===== src/rtl/tile_scan_router_pkg.sv =====
package tile_scan_router_pkg;

  typedef enum logic [3:0] {
    ST_TLR, ST_RTI, ST_SEL_DR, ST_CAP_DR, ST_SH_DR, ST_EX1_DR, ST_PAU_DR, ST_EX2_DR,
    ST_UPD_DR, ST_SEL_IR, ST_CAP_IR, ST_SH_IR, ST_EX1_IR, ST_PAU_IR, ST_EX2_IR, ST_UPD_IR
  } tap_st_t;

  typedef struct packed {
    logic fwd;
    logic bcast;
  } route_t;

  function automatic tap_st_t tap_next(tap_st_t s, logic m);
    case (s)
      ST_TLR:    return m ? ST_TLR    : ST_RTI;
      ST_RTI:    return m ? ST_SEL_DR : ST_RTI;
      ST_SEL_DR: return m ? ST_SEL_IR : ST_CAP_DR;
      ST_CAP_DR: return m ? ST_EX1_DR : ST_SH_DR;
      ST_SH_DR:  return m ? ST_EX1_DR : ST_SH_DR;
      ST_EX1_DR: return m ? ST_UPD_DR : ST_PAU_DR;
      ST_PAU_DR: return m ? ST_EX2_DR : ST_PAU_DR;
      ST_EX2_DR: return m ? ST_UPD_DR : ST_SH_DR;
      ST_UPD_DR: return m ? ST_SEL_DR : ST_RTI;
      ST_SEL_IR: return m ? ST_TLR    : ST_CAP_IR;
      ST_CAP_IR: return m ? ST_EX1_IR : ST_SH_IR;
      ST_SH_IR:  return m ? ST_EX1_IR : ST_SH_IR;
      ST_EX1_IR: return m ? ST_UPD_IR : ST_PAU_IR;
      ST_PAU_IR: return m ? ST_EX2_IR : ST_PAU_IR;
      ST_EX2_IR: return m ? ST_UPD_IR : ST_SH_IR;
      default:   return m ? ST_SEL_DR : ST_RTI;
    endcase
  endfunction

  // bit 0 of the scanned register is broadcast, bit 1 is forward
  function automatic route_t route_from_bits(logic [1:0] b);
    route_t r;
    r.bcast = b[0];
    r.fwd   = b[1];
    return r;
  endfunction

  function automatic logic [1:0] route_to_bits(route_t r);
    return {r.fwd, r.bcast};
  endfunction

endpackage


===== src/rtl/tsr_tap.sv =====
module tsr_tap
  import tile_scan_router_pkg::*;
(
  input  logic    tck,
  input  logic    trst_n,
  input  logic    tms,
  output tap_st_t st
);

  always_ff @(posedge tck or negedge trst_n) begin
    if (!trst_n) st <= ST_TLR;
    else         st <= tap_next(st, tms);
  end

endmodule


===== src/rtl/tsr_regs.sv =====
module tsr_regs
  import tile_scan_router_pkg::*;
#(
  parameter int              IR_W   = 4,
  parameter logic [IR_W-1:0] OP_CFG = 4'b0010,
  parameter logic [IR_W-1:0] OP_BYP = '1
) (
  input  logic    tck,
  input  logic    trst_n,
  input  tap_st_t st,
  input  logic    tdi,
  output logic    seg_out,
  output route_t  route_pend,
  output route_t  route_act,
  output logic    upd_cfg,
  output logic    apply_now
);

  localparam logic [IR_W-1:0] IR_CAPTURE = IR_W'(1);

  logic [IR_W-1:0] ir_sh, ir_q;
  logic [1:0]      cfg_sh;
  logic            byp_q;
  logic            cfg_sel;

  assign cfg_sel   = (ir_q == OP_CFG);
  assign upd_cfg   = (st == ST_UPD_DR) && cfg_sel;
  assign apply_now = (st == ST_RTI);

  always_ff @(posedge tck or negedge trst_n) begin
    if (!trst_n) begin
      ir_sh <= IR_CAPTURE;
      ir_q  <= OP_BYP;
    end else begin
      if (st == ST_CAP_IR)     ir_sh <= IR_CAPTURE;
      else if (st == ST_SH_IR) ir_sh <= {tdi, ir_sh[IR_W-1:1]};
      if (st == ST_TLR)        ir_q  <= OP_BYP;
      else if (st == ST_UPD_IR) ir_q <= ir_sh;
    end
  end

  always_ff @(posedge tck or negedge trst_n) begin
    if (!trst_n) begin
      byp_q  <= 1'b0;
      cfg_sh <= 2'b00;
    end else begin
      if (st == ST_CAP_DR)     byp_q <= 1'b0;
      else if (st == ST_SH_DR) byp_q <= tdi;
      if (cfg_sel && st == ST_CAP_DR)     cfg_sh <= route_to_bits(route_pend);
      else if (cfg_sel && st == ST_SH_DR) cfg_sh <= {tdi, cfg_sh[1]};
    end
  end

  always_ff @(posedge tck or negedge trst_n) begin
    if (!trst_n) begin
      route_pend <= '0;
      route_act  <= '0;
    end else if (st == ST_TLR) begin
      route_pend <= '0;
      route_act  <= '0;
    end else begin
      if (upd_cfg)   route_pend <= route_from_bits(cfg_sh);
      if (apply_now) route_act  <= route_pend;
    end
  end

  always_comb begin
    if (st == ST_SH_IR) seg_out = ir_sh[0];
    else if (cfg_sel)   seg_out = cfg_sh[0];
    else                seg_out = byp_q;
  end

endmodule


===== src/rtl/tsr_route.sv =====
module tsr_route
  import tile_scan_router_pkg::*;
#(
  parameter int NPORT = 14
) (
  input  logic             seg_out,
  input  route_t           route_act,
  input  logic [NPORT-1:0] port_tdo,
  input  logic             ret_in,
  output logic [NPORT-1:0] port_tdi,
  output logic             tile_tdo,
  output logic             tdi_down,
  output logic             ret_out
);

  for (genvar i = 0; i < NPORT; i++) begin : g_link
    if (i == 0) begin : g_head
      assign port_tdi[i] = seg_out;
    end else begin : g_body
      assign port_tdi[i] = route_act.bcast ? seg_out : port_tdo[i-1];
    end
  end

  assign tile_tdo = route_act.bcast ? port_tdo[0] : port_tdo[NPORT-1];
  assign tdi_down = route_act.fwd ? tile_tdo : 1'b0;
  assign ret_out  = route_act.fwd ? ret_in : tile_tdo;

endmodule


===== src/rtl/tile_scan_router.sv =====
module tile_scan_router
  import tile_scan_router_pkg::*;
#(
  parameter int              NPORT  = 14,
  parameter int              IR_W   = 4,
  parameter logic [IR_W-1:0] OP_CFG = 4'b0010,
  parameter logic [IR_W-1:0] OP_BYP = '1
) (
  input  logic             tck,
  input  logic             trst_n,
  input  logic             tms,
  input  logic             tdi_in,
  input  logic             ret_in,
  output logic             tdi_down,
  output logic             ret_out,
  output logic [NPORT-1:0] port_tdi,
  input  logic [NPORT-1:0] port_tdo
);

  tap_st_t tap_st;
  route_t  route_act, route_pend;
  logic    seg_out, tile_tdo, upd_cfg, apply_now;

  tsr_tap u_tap (
    .tck    (tck),
    .trst_n (trst_n),
    .tms    (tms),
    .st     (tap_st)
  );

  tsr_regs #(.IR_W(IR_W), .OP_CFG(OP_CFG), .OP_BYP(OP_BYP)) u_regs (
    .tck        (tck),
    .trst_n     (trst_n),
    .st         (tap_st),
    .tdi        (tdi_in),
    .seg_out    (seg_out),
    .route_pend (route_pend),
    .route_act  (route_act),
    .upd_cfg    (upd_cfg),
    .apply_now  (apply_now)
  );

  tsr_route #(.NPORT(NPORT)) u_route (
    .seg_out   (seg_out),
    .route_act (route_act),
    .port_tdo  (port_tdo),
    .ret_in    (ret_in),
    .port_tdi  (port_tdi),
    .tile_tdo  (tile_tdo),
    .tdi_down  (tdi_down),
    .ret_out   (ret_out)
  );

endmodule


===== config.mk =====
export PLATFORM = sky130hd
export DESIGN_NAME = tile_scan_router
export DESIGN_NICKNAME = d
export VERILOG_FILES = /design/src/rtl/tile_scan_router_pkg.sv /design/src/rtl/tsr_tap.sv /design/src/rtl/tsr_regs.sv /design/src/rtl/tsr_route.sv /design/src/rtl/tile_scan_router.sv
export SDC_FILE = /design/constraint.sdc
export NUM_CORES = 1
export LEC_CHECK = 0
export BUFFER_PORTS_ARGS = -buffer_cell sky130_fd_sc_hd__buf_4
export CAP_MARGIN = 20
export CORE_MARGIN = 2
export CORE_UTILIZATION = 31
export DETAILED_ROUTE_END_ITERATION = 6
export PLACE_DENSITY = 0.59
export SLEW_MARGIN = 30
export SYNTH_ARGS = -nofsm -noshare
export SYNTH_HDL_FRONTEND = slang
export SYNTH_HIERARCHICAL = 1
export SYNTH_SLANG_ARGS = --single-unit

===== constraint.sdc =====
create_clock -name tck -period 2.35 [get_ports tck]
set_clock_uncertainty 0.1 [all_clocks]
set_input_delay 0.235 -clock tck [delete_from_list [all_inputs] [get_ports tck]]
set_output_delay 0.235 -clock tck [all_outputs]
set_load 0.01 [all_outputs]

Yosys cells after proc, flatten, opt, wreduce, memory -nomap -nowiden
Index checks and enable logic that the tools add are counted.
- bits in registers: 19
- output and inout port bits: 16
- word-level logic and storage cells: 80
- equality and inequality tests: 16
- muxes and demuxes: 43
- reductions and logical operators: 12
- operator list (operator ; number):
    $pmux W4 S11 ; 1
    $eq A4 B4 Y1 const B ; 8
    $mux W4 ; 8
    $mux W1 ; 23
    $mux W2 ; 9
    $eq A4 B3 Y1 const B ; 4
    $eq A4 B2 Y1 const B ; 3
    $reduce_bool A2 Y1 ; 6
    $mux W3 ; 2
    $eq A4 B1 Y1 const B ; 1
    $logic_not A4 Y1 ; 1
    $reduce_or A2 Y1 ; 2
    $logic_and A1 B1 Y1 ; 3

Depth between registers and ports, before layout
Gate-level depths: netlist (run 1).
- depth after elaboration: 4
- mapped depth: 8

Hierarchy
Netlist (run 1), hierarchy kept.
- by module, submodules not included (module ; instances ; cells each ; area each (µm²) ; seq. area each (µm²)):
    tsr_regs ; 1 ; 87 ; 834.6 ; 381.6
    tsr_tap ; 1 ; 37 ; 300.3 ; 100.1
    tsr_route ; 1 ; 33 ; 165.2 ; 0.0

Least setup slack after synthesis (run 1)
Ideal clock, no wire load.
- kind: register to output
- start: register u_regs.ir_q[1]
- end: output port port_tdi[11]
- arrival time: 1.798 ns
- data required time: 2.015 ns
- path slack: 0.217 ns
- cell stages (with the launch flop): 8
- buffers on the path: 2
- cells stage by stage: dfstp_2 -> or4b_4 -> buf_6 -> mux2i_1 -> a21oi_1 -> nand2_1 -> clkbuf_1 -> o21ai_0
- cells in the longest elaborated chain, start to end: 4
- RTL lines (what ; line ; text):
    start, declared ; tsr_regs.sv:21 ; logic [IR_W-1:0] ir_sh, ir_q;
    start signal, assigned ; tsr_regs.sv:38 ; else if (st == ST_UPD_IR) ir_q <= ir_sh;
    $eq A4 B2 Y1 ; tsr_regs.sv:26 ; assign cfg_sel = (ir_q == OP_CFG);
    $mux W1 ; tsr_regs.sv:69 ; else if (cfg_sel) seg_out = cfg_sh[0];
    $mux W1 ; tsr_regs.sv:68 ; if (st == ST_SH_IR) seg_out = ir_sh[0];
    net seg_out ; tile_scan_router.sv:22 ; logic seg_out, tile_tdo, upd_cfg, apply_now;
    $mux W1 ; tsr_route.sv:20 ; assign port_tdi[i] = route_act.bcast ? seg_out : port_tdo[i-1];
    end, declared ; tile_scan_router.sv:16 ; output logic [NPORT-1:0] port_tdi,
The timed path passes the listed nets, and every way through them passes these cells.

Final worst setup path (run 1)
- start: register u_regs.ir_q[1]
- end: output port port_tdi[8]
- cells in the longest elaborated chain, start to end: 4
- RTL lines (what ; line):
    $eq A4 B2 Y1 ; tsr_regs.sv:26
    $mux W1 ; tsr_regs.sv:69
    $mux W1 ; tsr_regs.sv:68
    $mux W1 ; tsr_route.sv:20
Every way passes these cells.

==> key figures, run 1 <==
Floorplanning
  • Core Region: 0.00400 mm2
  • Boundary Pins: 35
  • Die height: 68.5 um
  • Die width: 68.5 um
  • Starting Density: 0.322
  • Row cnt: 23
  • DIE AREA: 0.00469 mm2

Clocking
  • Clk sinks: 19
  • Clock root buffer: clkbuf_8
  • Clk slew on worst S/H paths: 70 ps
  • TritonCTS clock tree: built
  • CTS buffer count: 3
  • Bufs on Longest Clock Path: 2
  • Clk_lat worst skew: 260 ps
  • H-tree lvl count: 1

Setup path
  • Setup Crit Path Kind: reg2out
  • Worst-path maximum fanout: 7
  • Worst reg2reg endpoint: u_regs/cfg_sh[0]
  • R2R depth: 4
  • Reg2Reg Launch Point: u_tap/st[1]
  • Flop2flop setup slack: 330 ps
  • Setup crit start kind: register
  • Crit path arrival time: 2010 ps
  • Worst EP required: 2020 ps
  • Crit. End Element: primary output

Worst hold path
  • Min-Delay Endpoint: u_tap/st[0]
  • Worst Hold Depth: 2
  • Worst hold-check path type: in2reg
  • Worst Min Path Start: tms

Timing
  • Worst Tran Pin Value: 582 ps
  • Final Hold Viols: 0
  • Unrepaired setup endpoints after global routing: yes
  • Minimum clock period: 2350 ps
  • Final setup fails: 0
  • Hold_ws: 126 ps
  • FMAX: 426 MHz
  • Max transition margin: 0.612
  • Slew Viols, Final: 0
  • Setup TNS Final: 0 ps
  • Tcrit/Tclk final: 0.999

Detailed routing
  • WL final: 3040 um
  • Antenna-violating nets left: 0
  • Router iterations before antenna repair: 4
  • WL/cell: 12.8 um
  • Initial drt markers: 51
  • Via/cell ratio: 5.19
  • Via count: 1230
  • Drt drc: 0

Power
  • Maximum VDD drop: 0.357 mV
  • Overall Power: 0.00148 W
  • LEAKAGE: 0.753 nW
  • Power per cell area: 897 mW/mm2

Final layout
  • Share of cells above drive strength 1: 0.316
  • Final Util: 0.412
  • Fill cell count: 406
  • Final nets: 207
  • ANT cells: 0
  • Post-Layout Cell Count: 237
  • Synthesis-to-finish area growth: 27.7%

Global routing
  • Grt total ovfl: 0
  • First-pass GRT wire length: 4730 um
  • Largest net degree at the start of global routing: 28
  • Initial antenna violation count: 0
  • Vias in the first global route: 1082
  • GR Util All Layers: 0.133

Yosys
  • Synth Instances: 155
  • Yosys Warn Count: 6
  • Syn nets: 174
  • Mapped cell area: 0.00129 mm2
  • Syn avg cell area: 8.32 um2

Placed design
  • RePlAce Congestion: 0.710
  • Placed cell count: 229
  • I/O Buffers: 34
  • Hpwl dp: 2150 um

Run
  • Max Cap Viol: 0

Run status
  • Status: finished, final reports clean
## how the worst max path moves through the flow
stage                         startpoint            to  slack [ps]  cells past startpoint
final                     u_regs/ir_q[1]   port_tdi[8]           3                      6
after global routing      u_regs/ir_q[1]   port_tdi[8]        -100                      6
after CTS                 u_regs/ir_q[1]   port_tdi[1]           2                      6
after detailed placement  u_regs/ir_q[1]   port_tdi[1]         100                      6
after global placement    u_regs/ir_q[1]   port_tdi[5]         160                      6
after floorplan           u_regs/ir_q[1]  port_tdi[11]         220                      7
## layout make-up
class	instances	area [um2]	share of cell area
multi-input combinational	105	676	0.410
sequential	19	482	0.292
timing repair buffer	42	318	0.193
inverter	17	63.8	0.0387
tap	50	62.6	0.0380
clock buffer	3	41.3	0.0251
clock inverter	1	5.00	0.00304
## sequential cells by signal, summed over array words and instances (netlist names)
signal,cells
u_regs/byp_q,1
u_regs/route_act,2
u_regs/ir_q,4
u_regs/cfg_sh,2
u_tap/st,4
u_regs/route_pend,2
u_regs/ir_sh,4
## critical path, cell delays in order (launching register included)
cell and delay, ps:
dfstp_2 540, or4b_4 470, mux2i_1 140, a21oi_2 210, nand2_2 130, o21ai_0 110, buf_4 150
## routing by layer
layer  wire length, um  track usage  vias up  share of wire
met5                 0            0        -              0
met4                58       0.0600        0          0.019
met3               255       0.0195        4          0.084
met2              1370        0.236       51           0.45
met1              1360        0.156      553           0.45
li1                  -            -      622              -
## metrics by stage
stage	worst slack [ps]	instance area, um2
after detailed placement	104	1560
after global routing	-96.6	1650
after CTS	1.91	1650
after global placement	160	1560
final	3.03	1650
after floorplan	217	1290
## timing repair
| action | 4_1_cts | 5_1_grt |
|---|---|---|
| setup buffers | 2 | 0 |
| hold buffers | 1 | 0 |
| endpoints found under the hold margin | 19 | 0 |
| gates cloned | 1 | 0 |
| resized for setup | 7 | 0 |
| setup endpoints to repair | 13 | 13 |
| pin swaps | 1 | 0 |
## cells in the final DEF (no fill, tap or decap), types with 3 or more instances in the layout
cell      instances
o21ai_1           4
dfrtp_1          14
nand3_1           3
a211oi_1          4
inv_1            17
dfstp_2           5
clkbuf_8          3
o21ai_0          23
a22oi_1           4
a21oi_1           5
buf_4            41
nand2_1          13
nor2_1            6
## report_power, final
group          internal (W)  total, W  switching, W  leakage, nW
clock              0.000118  0.000229      0.000111       0.0255
combinational      0.000315  0.000648      0.000332        0.489
sequential         0.000432  0.000602      0.000170        0.238
total              0.000865   0.00148      0.000613        0.753
Note: power is estimated with default switching activity, not from simulation.
==> run 2: changes to the inputs <==
--- a/config.mk
+++ b/config.mk
@@ -8,9 +8,9 @@
 export BUFFER_PORTS_ARGS = -buffer_cell sky130_fd_sc_hd__buf_4
 export CAP_MARGIN = 20
 export CORE_MARGIN = 2
-export CORE_UTILIZATION = 31
+export CORE_UTILIZATION = 52
 export DETAILED_ROUTE_END_ITERATION = 6
-export PLACE_DENSITY = 0.59
+export PLACE_DENSITY = 0.86
 export SLEW_MARGIN = 30
 export SYNTH_ARGS = -nofsm -noshare
 export SYNTH_HDL_FRONTEND = slang
==> constraint.sdc (replaced) <==
create_clock -name tck -period 2.45 [get_ports tck]
set_clock_uncertainty 0.1 [all_clocks]
set_input_delay 0.245 -clock tck [delete_from_list [all_inputs] [get_ports tck]]
set_output_delay 0.245 -clock tck [all_outputs]
set_load 0.01 [all_outputs]
==> run 2 against run 1 <==
Effect of this change: the flow now finishes with violations (setup timing); critical path type unchanged; die area shrank 38%; combinational power down 4.5%; utilization up 25 points.
==> key figures, run 2 (synthesis results as in run 1) <==
Detailed routing
  • WL final: 3130 um
  • WL/cell: 14.5 um
  • Antenna-violating nets left: 0
  • Drt drc: 0
  • Initial drt markers: 38
  • Router iterations before antenna repair: 4
  • Via count: 1256
  • Via/cell ratio: 5.81

Power
  • Comb pwr share: 0.456
  • Register share of total power: 0.428
  • Sw Share: 0.430
  • Power per cell area: 851 mW/mm2
  • Pint: 0.000775 W
  • NetSw: 0.000583 W
  • LEAKAGE: 0.740 nW
  • Clock share of power: 0.116
  • Maximum VDD drop: 0.654 mV

Final layout
  • Design area: 0.00160 mm2
  • Fill cell count: 197
  • Multi-input gate area in the final layout: 676 um2
  • Most frequent cells in the layout: buf_4 (40), o21ai_0 (25), inv_1 (17)
  • Share of cells above drive strength 1: 0.312
  • Seq. cell area: 482 um2
  • Most common cell after layout, fill and taps aside: buf_4
  • Biggest regs: u_regs/ir_q x4, u_regs/ir_sh x4, u_tap/st x4
  • Synthesis-to-finish area growth: 23.8%
  • Final nets: 206
  • ANT cells: 0

Timing
  • Final setup fails: 3
  • Setup ws final: -8.61 ps
  • FMAX: 407 MHz
  • Minimum clock period: 2460 ps
  • Setup TNS Final: -16.3 ps
  • Final Hold Viols: 0
  • Unrepaired setup endpoints after global routing: yes
  • Slew Viols, Final: 0
  • Hold_ws: 105 ps
  • Worst Tran Pin Value: 599 ps
  • Tcrit/Tclk final: 1.00
  • Max transition margin: 0.601

Setup path
  • R2R depth: 4
  • Critical path depth: 6
  • Setup Crit Path Kind: reg2out
  • Max stage delay on crit path: 550 ps
  • Worst Path Buf+Inv: 1
  • Crit. End Element: primary output
  • Worst reg2reg endpoint: u_regs/route_pend[0]
  • Flop2flop setup slack: 410 ps
  • Reg2Reg Launch Point: u_regs/ir_q[1]
  • Critical path's slowest cell: dfstp_2
  • Crit path arrival time: 2110 ps
  • Largest delay share family, worst path: simple AND/OR/NAND/NOR gates
  • Worst-path maximum fanout: 7
  • Crit-path cells: or4b_4 > mux2i_1 > a21oi_2 > nand2_2 > o21ai_0 > buf_4
  • Setup crit start kind: register
  • Worst EP required: 2110 ps

Run status
  • Status: complete, but fails checks
  • Failing checks: setup timing

Placed design
  • Placed cell area: 0.00153 mm2
  • RePlAce Congestion: 0.857
  • Setup slack at placement: 139 ps
  • I/O Buffers: 34
  • Hpwl dp: 2210 um

Global routing
  • Vias in the first global route: 1143
  • Met3 Use GR: 0.0222
  • Initial antenna violation count: 0
  • Top Usage Layer GRT: met2
  • Met1 Use GR: 0.282
  • Largest net degree at the start of global routing: 28
  • First-pass GRT wire length: 4960 um
  • GR Util All Layers: 0.229
  • Met2 Use GR: 0.404
  • Grt total ovfl: 0

Worst hold path
  • Worst Hold Depth: 3
  • Worst hold-check path type: in2reg
  • Min-Delay Endpoint: u_regs/ir_sh[3]
  • Worst Min Path Start: tdi_in

Floorplanning
  • Row cnt: 18
  • Boundary Pins: 35
  • Die height: 53.8 um
  • DIE AREA: 0.00289 mm2
  • Core Region: 0.00241 mm2
  • Die width: 53.8 um
  • Starting Density: 0.535

Run
  • Max Cap Viol: 0

Clocking
  • TritonCTS clock tree: built
  • Bufs on Longest Clock Path: 2
  • H-tree lvl count: 1
  • Clock root buffer: clkbuf_4
  • Clk slew on worst S/H paths: 110 ps
  • CTS buffer count: 3
  • Clk sinks: 19
  • Clk_lat worst skew: 290 ps
[run 2: cell types whose count changed in the layout (fill, tap and decap cells not counted)]
cell,previous run,this run
buf_4,41,40
clkbuf_4,0,3
clkbuf_8,3,0
o21ai_0,23,25
o21ai_1,4,2
[run 2: layout make-up]
cell class	instances	share of cell area
multi-input cells	105	0.423
inverters	17	0.0400
clock inverters	1	0.00313
clock buffers	3	0.0141
repair buffers	41	0.194
flip-flops and latches	19	0.302
well taps	30	0.0235
[run 2: per-stage QoR]
| stage | instances | util | power [W] |
|---|---|---|---|
| floorplan | 155 | - | 0.00101 |
| global placement | 208 | 0.636 | 0.00112 |
| detailed placement | 208 | 0.636 | 0.00118 |
| CTS | 216 | 0.663 | 0.00136 |
| global route | 216 | 0.663 | 0.00147 |
| finish | 216 | 0.663 | 0.00136 |
[run 2: repair_timing]
item,in CTS,in global routing
hold buffers,1,0
endpoints found under the setup margin,13,13
setup buffers,2,0
hold endpoints to repair,19,0
cloned,1,0
pin swaps,1,0
resized for setup,4,1
[run 2: how the worst max path moves through the flow]
| stage | start | to |
|---|---|---|
| after CTS | u_regs/ir_q[1] | port_tdi[12] |
| after global placement | u_regs/ir_q[1] | port_tdi[5] |
| after global routing | u_regs/ir_q[1] | port_tdi[5] |
| after floorplan | u_regs/ir_q[1] | port_tdi[11] |
| final | u_regs/ir_q[1] | port_tdi[7] |
| after detailed placement | u_regs/ir_q[1] | port_tdi[5] |
[run 2: power groups by stage]
stage          clock, W  sequential [W]  combinational (W)
6_report       0.000158        0.000581           0.000619
5_1_grt        0.000178        0.000603           0.000694
4_1_cts        0.000164        0.000579           0.000619
3_5_place_dp          0        0.000580           0.000596
3_3_place_gp          0        0.000571           0.000553
2_1_floorplan         0        0.000486           0.000525
[run 2: routing by layer]
metal | vias up | part of all wire
li1 | 616 | -
met1 | 592 | 0.42
met2 | 44 | 0.51
met3 | 4 | 0.055
met4 | 0 | 0.012
met5 | - | 0
[run 2: worst min-delay path: cells and delay by family]
kind	cells	cell delay (ps)
buf+inv	1	110
compound gates	1	60
simple gates	1	50
